--- src/rtl/eb_pkg.sv ---
package eb_pkg;

  // Occupancy and slot position of the stage.
  typedef enum logic [1:0] {
    EB_EMPTY = 2'd0,  // nothing stored
    EB_NEW   = 2'd1,  // one flit, still in the input slot
    EB_OLD   = 2'd2,  // one flit, settled in the output slot
    EB_FULL  = 2'd3   // oldest in output slot, newer in input slot
  } eb_state_e;

endpackage

--- src/rtl/eb_slot.sv ---
module eb_slot #(
  parameter int W = 8
) (
  input  logic         clk,
  input  logic         en,
  input  logic [W-1:0] d,
  output logic [W-1:0] q
);

  // Datapath storage: no reset, loads only when enabled.
  always_ff @(posedge clk) begin
    if (en) begin
      q <= d;
    end
  end

endmodule

--- src/rtl/eb_fsm.sv ---
module eb_fsm
  import eb_pkg::*;
#(
  parameter bit GATE_FRONT = 1'b1
) (
  input  logic clk,
  input  logic rst_n,
  input  logic in_valid,
  input  logic out_ready,
  output logic in_ready,
  output logic out_valid,
  output logic front_en,
  output logic back_en,
  output logic sel_front
);

  eb_state_e state_q, state_d;
  logic      take, give;

  assign in_ready  = (state_q != EB_FULL);
  assign out_valid = (state_q != EB_EMPTY);
  assign sel_front = (state_q == EB_NEW);
  assign take      = in_valid & in_ready;
  assign give      = out_valid & out_ready;

  // Input slot enable: optionally gated by the arriving valid.
  generate
    if (GATE_FRONT) begin : g_front_gated
      assign front_en = take;
    end else begin : g_front_free
      assign front_en = in_ready;
    end
  endgenerate

  // Output slot enable: copy forward a fresh flit, or refill after a pop
  // from the full state. A settled flit is never overwritten.
  always_comb begin
    back_en = 1'b0;
    unique case (state_q)
      EB_NEW:  back_en = 1'b1;
      EB_FULL: back_en = out_ready;
      default: back_en = 1'b0;
    endcase
  end

  always_comb begin
    state_d = state_q;
    unique case (state_q)
      EB_EMPTY: if (take) state_d = EB_NEW;
      EB_NEW: begin
        if (give)      state_d = take ? EB_NEW  : EB_EMPTY;
        else           state_d = take ? EB_FULL : EB_OLD;
      end
      EB_OLD: begin
        if (give)      state_d = take ? EB_NEW  : EB_EMPTY;
        else if (take) state_d = EB_FULL;
      end
      EB_FULL: if (give) state_d = EB_OLD;
      default: state_d = EB_EMPTY;
    endcase
  end

  always_ff @(posedge clk or negedge rst_n) begin
    if (!rst_n) begin
      state_q <= EB_EMPTY;
    end else begin
      state_q <= state_d;
    end
  end

  AST_OLD_HOLDS: assert property (@(posedge clk) disable iff (!rst_n)
    (state_q == EB_OLD) |=> (state_q != EB_NEW) || $past(give));

endmodule

--- src/rtl/eb_stage.sv ---
module eb_stage #(
  parameter int DATA_W     = 8,
  parameter bit GATE_FRONT = 1'b1
) (
  input  logic              clk,
  input  logic              rst_n,
  input  logic              in_valid,
  output logic              in_ready,
  input  logic [DATA_W-1:0] in_data,
  output logic              out_valid,
  input  logic              out_ready,
  output logic [DATA_W-1:0] out_data
);

  logic              front_en, back_en, sel_front;
  logic [DATA_W-1:0] front_q, back_q;

  eb_fsm #(.GATE_FRONT(GATE_FRONT)) u_fsm (
    .clk       (clk),
    .rst_n     (rst_n),
    .in_valid  (in_valid),
    .out_ready (out_ready),
    .in_ready  (in_ready),
    .out_valid (out_valid),
    .front_en  (front_en),
    .back_en   (back_en),
    .sel_front (sel_front)
  );

  eb_slot #(.W(DATA_W)) u_front (
    .clk (clk),
    .en  (front_en),
    .d   (in_data),
    .q   (front_q)
  );

  eb_slot #(.W(DATA_W)) u_back (
    .clk (clk),
    .en  (back_en),
    .d   (front_q),
    .q   (back_q)
  );

  assign out_data = sel_front ? front_q : back_q;

  AST_STALL_HOLDS: assert property (@(posedge clk) disable iff (!rst_n)
    (out_valid && !out_ready) |=> (out_valid && $stable(out_data)));

  AST_FULL_STAYS: assert property (@(posedge clk) disable iff (!rst_n)
    (!in_ready && !out_ready) |=> !in_ready);

  AST_POP_FREES: assert property (@(posedge clk) disable iff (!rst_n)
    (!in_ready && out_ready) |=> (in_ready && out_valid));

  AST_EMPTY_READY: assert property (@(posedge clk) disable iff (!rst_n)
    !out_valid |-> in_ready);

  AST_PASS_KEEPS_ONE: assert property (@(posedge clk) disable iff (!rst_n)
    (in_valid && in_ready && out_valid && out_ready)
      |=> (out_valid && in_ready && out_data == $past(in_data)));

endmodule

--- config.mk ---
export PLATFORM = sky130hd
export DESIGN_NAME = eb_stage
export DESIGN_NICKNAME = d
export VERILOG_FILES = /design/src/rtl/eb_pkg.sv /design/src/rtl/eb_slot.sv /design/src/rtl/eb_fsm.sv /design/src/rtl/eb_stage.sv
export SDC_FILE = /design/constraint.sdc
export NUM_CORES = 1
export LEC_CHECK = 0
export CAP_MARGIN = 20
export CORE_ASPECT_RATIO = 1.25
export CORE_UTILIZATION = 28
export CTS_BUF_LIST = sky130_fd_sc_hd__clkbuf_8 sky130_fd_sc_hd__clkbuf_16
export DETAILED_ROUTE_END_ITERATION = 10
export HOLD_SLACK_MARGIN = 0.02
export PLACE_DENSITY = 0.52
export REMOVE_ABC_BUFFERS = 1
export SETUP_SLACK_MARGIN = 0.02
export SLEW_MARGIN = 20
export SYNTH_ARGS = -nofsm -noshare
export SYNTH_HDL_FRONTEND = slang
export SYNTH_SLANG_ARGS = --single-unit
--- constraint.sdc ---
create_clock -name clk -period 1.51 [get_ports clk]
set_input_delay 0.302 -clock clk [delete_from_list [all_inputs] [get_ports clk]]
set_output_delay 0.302 -clock clk [all_outputs]
set_load 0.005 [all_outputs]
==> results.md, run 1 <==
* Status: complete, but fails checks
* Failing checks: negative setup slack
* Filler cells at 230
* Slowest library cell on the worst path: dfrtp_1
* CTS tree: done
* Largest stage delay, worst path at 0.41 ns
* Warnings from Yosys at 0
* Dominant cell type by area after synthesis: edfxtp_1
* Die width at 47.3 µm
* Pin count of the biggest net entering global routing at 11
* Final hold vios at 0
* Top cells by area, synth: edfxtp_1 67%, mux2_4 17%, dfrtp_1 7.0%
* Hold WC Path Type: in -> async
* PwrDens at 1270 nW/µm²
* Max-Cap Viols at 0
* Pleak at 0.000433 µW
* TritonCTS Buffers at 3
* Cell Area, Synth at 717 µm²
* Clock Tree Buf Depth at 2
* TritonCTS Sinks at 18
* Prevailing post-synth register cell: edfxtp_1
* Rows at 20
* Maximum vdd drop at 0.646 mV
* Initial antenna violation count at 0
* Int Pwr at 1090 µW
* Worst r2r path cells at 3
* Number of synthesized flops with an enable pin at 16
* Avg Cell Area, Syn at 20.5 µm²
* Critical Path Fanout Max at 5
* Yosys top cell area share at 0.670
* Clk_lat worst skew at 0.24 ns
* CTS H-Tree Depth at 1
* Most frequent cell after synthesis: edfxtp_1
* # diodes at 0
* Design Area, Final at 1100 µm²
* M3 GR Usage at 0.0184
* Worst setup margin at -0.206 ns
* GPL Wtd Cong at 0.672
* Root Buffer: clkbuf_8
* Critical Path RT at 1.21 ns
* DRT antenna net count at 0
* Min Hold Slack at 0.220 ns
* GRT Total Usage at 0.0930
* Async SR Flop Fraction at 0.111
* PortBufs at 21
* DR vias/cell at 4.06
* Combinational Power Share at 0.303
* Origin of the critical flop-to-flop path: u_fsm.state_q[1]
* Final net count at 80
* Min Tclk post-route at 1.72 ns
* RR Endpoint: u_front.q[6]
* Final Skew at 0.000939 ns
* Post-synthesis sequential area ratio at 0.740
* Met2 Use GR at 0.149
* DR vias at 406
* Startpoint types: flip-flop
* Pre-Repair DR Iteration Count at 2
* Commonest cells post-synth: 16 x edfxtp_1, 8 x mux2_4, 2 x a21boi_0, 2 x dfrtp_1
* RSZ-0062 raised after global routing: true
* Fmax at 583 MHz
* Crit end category: output pin
* Most used cell, CP: buf_6
* Clock transition at path regs at 0.06 ns
* Power share of the clock group at 0.232
* DRC violations left at 0
* Net Sw Power at 302 µW
* Worst-margin pin slew at 0.230 ns
* Count of cell types in the netlist at 11
* Sequential power share at 0.465
* Levels on crit path at 5
* WL per Instance at 10.2 µm
* WL final at 1020 µm
* Crit path from: u_fsm.state_q[1]
* Sw frac at 0.216
* Most Crowded Layer GR: met2
* Rel. slew slack at 0.845
* Critical Path End: out_data[1]
* Final-report max-slew violation count at 0
* First-pass GRT wire length at 1770 µm
* Kind of critical path: reg -> out
* Core area at 2430 µm²
* Final setup fails at 9
* Placed Area at 1010 µm²
* Die height at 58.6 µm
* Critical Path, Cell by Cell: nor2b_4 > buf_12 > buf_6 > mux2_4 > buf_6
* Grt ovf at 0
* Io pins at 22
* Starting Density at 0.295
* Share of cells above drive strength 1 at 0.433
* Crit path buf inv count at 3
* Seq cells post-synth at 18
* Vias in the first global route at 434
* Crit share post-route at 1.14
* DIE AREA at 2770 µm²
* Synthesized instance count at 35
* CP delay by family, top: flip-flops
* DR iter-0 viols at 1
* Met1 GRT Util at 0.109
* R2R setup slack at 0.20 ns
* # hold bufs at CTS at 0
* WP data arrival at 1.41 ns
* Area Growth Syn to Fin at 53.4%
-- layout by cell type (no fill, tap or decap) --
| master | Yosys | layout |
|---|---|---|
| nor2b_4 | 0 | 1 |
| clkbuf_8 | 0 | 3 |
| dfrtp_1 | 2 | 2 |
| clkinv_1 | 0 | 1 |
| buf_4 | 0 | 4 |
| nand2_1 | 1 | 1 |
| a21boi_0 | 2 | 2 |
| mux2_4 | 8 | 8 |
| dlygate4sd2_1 | 0 | 1 |
| or2_2 | 1 | 1 |
| clkdlybuf4s15_1 | 0 | 1 |
| inv_1 | 1 | 1 |
| buf_6 | 1 | 11 |
| buf_12 | 0 | 1 |
| o21bai_1 | 1 | 1 |
| clkdlybuf4s50_1 | 0 | 11 |
| maj3_1 | 1 | 1 |
| edfxtp_1 | 16 | 16 |
-- layout make-up --
type,instances,area (µm²),area share
Multi-Input combinational cell,15,176,0.160
Sequential cell,18,531,0.482
Clock inverter,1,3.75,0.00341
Tap cell,33,41.3,0.0375
Clock buffer,3,41.3,0.0375
Inverter,1,3.75,0.00341
Timing Repair Buffer,29,303,0.275
-- worst min-delay path by stage --
| stage | start | end | slack, ns |
|---|---|---|---|
| CTS | rst_n | u_fsm.state_q[0] | 0.22 |
| global route | rst_n | u_fsm.state_q[0] | 0.22 |
| global placement | u_front.q[6] | u_back.q[6] | 0.44 |
| floorplan | rst_n | u_fsm.state_q[0] | 0.006 |
| detailed placement | u_front.q[0] | u_back.q[0] | 0.44 |
| finish | rst_n | u_fsm.state_q[0] | 0.22 |
-- stage by stage --
step / TNS, ns / instances / setup WS, ns / power (µW) / util
6_report: -1.57 / 100 / -0.206 / 1390 / 0.453
5_1_grt: -2.07 / 100 / -0.263 / 1470 / 0.453
4_1_cts: -1.71 / 100 / -0.222 / 1410 / 0.450
3_5_place_dp: -1.88 / 93 / -0.215 / 1040 / 0.415
3_3_place_gp: -1.58 / 93 / -0.197 / 1030 / 0.415
2_1_floorplan: 0 / 34 / 0.00145 / 814 / -
-- registers in the layout, indices dropped and copies added (netlist names) --
| register | cells |
|---|---|
| u_fsm.state_q | 2 |
| u_back.q | 8 |
| u_front.q | 8 |
-- routing by layer --
layer / up-vias / part of all wire
met5: - / 0
met4: 0 / 0
met3: 0 / 0.055
met2: 14 / 0.53
met1: 197 / 0.41
li1: 195 / -
-- logic make-up after synthesis --
kind of cell | Yosys count | synth area share
AO/OA/AOI/OAI | 3 | 0.0314
adder cells (fa/ha/maj) | 1 | 0.0140
buffers and inverters | 2 | 0.0209
flip-flops | 18 | 0.740
multiplexers | 8 | 0.168
AND/OR/NAND/NOR | 3 | 0.0262
-- power by group through the flow --
stage	sequential, µW	clock (µW)	combinational [µW]
after floorplan	656	0	158
after global placement	654	0	377
after detailed placement	657	0	380
after CTS	649	335	422
after global routing	655	361	455
final	648	323	422
-- worst register-to-register path, delay by kind of cell (launching register included) --
family / cells / cell delay [ns]
AO/OA/AOI/OAI: 1 / 0.23
flip-flops: 1 / 0.41
buffers and inverters: 2 / 0.38
-- timing repair --
| action | CTS | global route |
|---|---|---|
| setup buffers | 3 | 0 |
| setup endpoints to repair | 10 | 10 |
| resized for setup | 45 | 2 |
(Power assumes the default switching activity.)
==> run 2: changes to the inputs <==
Settings changed: CORE_MARGIN set to 1.5, CTS_CLUSTER_DIAMETER set to 60.
==> run 2 against run 1 <==
The run still ends with negative setup slack left. Largest cell class unchanged. Clock skew increased by 0.0021 ns. Design area increased by 3.0%. Wire length increased by 7.6%. Cell count increased by 3.0%. Via count increased by 0.25%. Global-route usage decreased by 0.62 points. Critical path depth unchanged. Die area increased by 3.9%. Total power increased by 3.8%. Fmax decreased by 1.3%.
==> results.md, run 2 (same netlist as run 1, synthesis figures left out) <==
* Status: complete, but fails checks (unchanged)
* Failing checks: negative setup slack (unchanged)
* Hold WC Path Type: in -> async (unchanged)
* Most common cell after layout, fill and taps aside: edfxtp_1 (unchanged)
* Kind of critical path: reg -> out (unchanged)
* DRT antenna net count at 0 (unchanged)
* WL per Instance at 10.6 µm (was 10.2 µm)
* GRT Total Usage at 0.0868 (was 0.0930)
* Worst setup margin at -0.228 ns (was -0.206 ns)
* Area Growth Syn to Fin at 57.9% (was 53.4%)
* Core area at 2430 µm² (unchanged)
* DR vias at 407 (was 406)
* Root Buffer: clkbuf_8 (unchanged)
* Critical Path End: out_data[3] (was out_data[1])
* Worst r2r path cells at 5 (was 3)
* Final-report max-slew violation count at 0 (unchanged)
* Die height at 59.6 µm (was 58.6 µm)
* Origin of the critical flop-to-flop path: u_fsm.state_q[1] (unchanged)
* CTS H-Tree Depth at 1 (unchanged)
* WL final at 1100 µm (was 1020 µm)
* Final net count at 83 (was 80)
* Top Registers: u_back.q: 8 flops, u_front.q: 8 flops, u_fsm.state_q: 2 flops (unchanged)
* Clock transition at path regs at 0.06 ns (about the same)
* RR Endpoint: u_back.q[7] (was u_front.q[6])
* Startpoint types: flip-flop (unchanged)
* First-pass GRT wire length at 1580 µm (was 1770 µm)
* Pin count of the biggest net entering global routing at 11 (unchanged)
* Io pins at 22 (unchanged)
* Pleak at 0.000452 µW (was 0.000433 µW)
* Filler cells at 225 (was 230)
* GPL Wtd Cong at 0.617 (was 0.672)
* RSZ-0062 raised after global routing: true (unchanged)
* DR vias/cell at 3.95 (was 4.06)
* Vias in the first global route at 367 (was 434)
* Die width at 48.3 µm (was 47.3 µm)
* Final hold vios at 0 (unchanged)
* Crit path from: u_fsm.state_q[1] (unchanged)
* Hpwl dp at 816 µm
* Min Hold Slack at 0.216 ns (was 0.220 ns)
* CTS tree: done (unchanged)
* DIE AREA at 2880 µm² (was 2770 µm²)
* PortBufs at 21 (unchanged)
* Critical Path Fanout Max at 4 (was 5)
* Rows at 20 (unchanged)
* Final setup fails at 10 (was 9)
* Clk_lat worst skew at 0.25 ns (was 0.24 ns)
* Maximum vdd drop at 0.734 mV (was 0.646 mV)
* Final Skew at 0.00302 ns (was 0.000939 ns)
* # diodes at 0 (unchanged)
* PwrDens at 1280 nW/µm² (was 1270 nW/µm²)
* R2R setup slack at 0.06 ns (was 0.20 ns)
* TritonCTS Sinks at 18 (unchanged)
* Min Tclk post-route at 1.74 ns (was 1.72 ns)
* Crit end category: output pin (unchanged)
* Grt ovf at 0 (unchanged)
* Crit share post-route at 1.15 (was 1.14)
* DR iter-0 viols at 6 (was 1)
* DRC violations left at 0 (unchanged)
* Total power at 1450 µW (was 1390 µW)
* Max-Cap Viols at 0 (unchanged)
* Rel. slew slack at 0.896 (was 0.845)
* Clock Tree Buf Depth at 2 (unchanged)
* Pre-Repair DR Iteration Count at 2 (unchanged)
* Starting Density at 0.295 (unchanged)
* Critical Path RT at 1.21 ns (about the same)
* Share of cells above drive strength 1 at 0.514 (was 0.433)
* WP data arrival at 1.44 ns (was 1.41 ns)
* Fmax at 575 MHz (was 583 MHz)
* Initial antenna violation count at 0 (unchanged)
* TritonCTS Buffers at 3 (unchanged)
* Most frequent cells in the layout: 16 x edfxtp_1, 11 x clkdlybuf4s50_1, 11 x buf_6 (unchanged)
* Worst-margin pin slew at 0.156 ns (was 0.230 ns)
run 2: changes by cell type in the layout (fill, tap and decap cells not counted), sizes merged:
cell / previous run / this run
buf: 16 / 19
clkbuf: 3 / 5
clkdlybuf4s15: 1 / 0
dlygate4sd2: 1 / 0
run 2: metrics by stage:
stage	setup TNS, ns	worst slack [ns]	instances	util	cell area, µm²
2_1_floorplan	0	0.00145	34	-	706
3_3_place_gp	-1.60	-0.202	93	0.415	1010
3_5_place_dp	-1.69	-0.214	93	0.415	1010
4_1_cts	-1.88	-0.220	101	0.459	1110
5_1_grt	-2.30	-0.271	103	0.466	1130
6_report	-1.91	-0.228	103	0.466	1130
run 2: routing by layer:
metal	vias to the layer above	global-route usage	wire, µm
met5	-	0	0
met4	0	0.0579	21
met3	2	0.0274	64
met2	16	0.135	602
met1	188	0.0968	407
li1	201	-	-
run 2: cell type report:
| class | count | area, µm² | share of cell area |
|---|---|---|---|
| sequential | 18 | 531 | 0.469 |
| clock buffer | 3 | 41.3 | 0.0365 |
| timing repair buffer | 32 | 329 | 0.291 |
| inverter | 1 | 3.75 | 0.00331 |
| clock inverter | 1 | 3.75 | 0.00331 |
| multi-input combinational | 15 | 183 | 0.161 |
| tap | 33 | 41.3 | 0.0365 |
run 2: critical path: stages, from the launching register on:
cell and delay (ns):
dfrtp_1 0.42, nor2b_4 0.14, buf_12 0.12, buf_4 0.10, mux2_4 0.29, buf_6 0.11
run 2: what timing repair did:
| action | in CTS | in global routing |
|---|---|---|
| endpoints found under the setup margin | 10 | 10 |
| hold buffers | 0 | 0 |
| buffers inserted | 4 | 2 |
| resized for setup | 45 | 8 |
run 2: report_power, final:
part	leakage, µW	switching [µW]	internal (µW)
Combinational	0.000252	148	322
Sequential	0.000177	27.7	622
Clock	0.0000231	145	180
run 2: worst min-delay path by stage:
stage / endpoint / slack [ns] / cells after the start / from
after floorplan: u_fsm.state_q[0] / 0.006 / 0 / rst_n
after global placement: u_back.q[0] / 0.44 / 0 / u_front.q[0]
after detailed placement: u_back.q[7] / 0.44 / 0 / u_front.q[7]
after CTS: u_fsm.state_q[0] / 0.22 / 1 / rst_n
after global routing: u_fsm.state_q[0] / 0.21 / 1 / rst_n
final: u_fsm.state_q[0] / 0.22 / 1 / rst_n
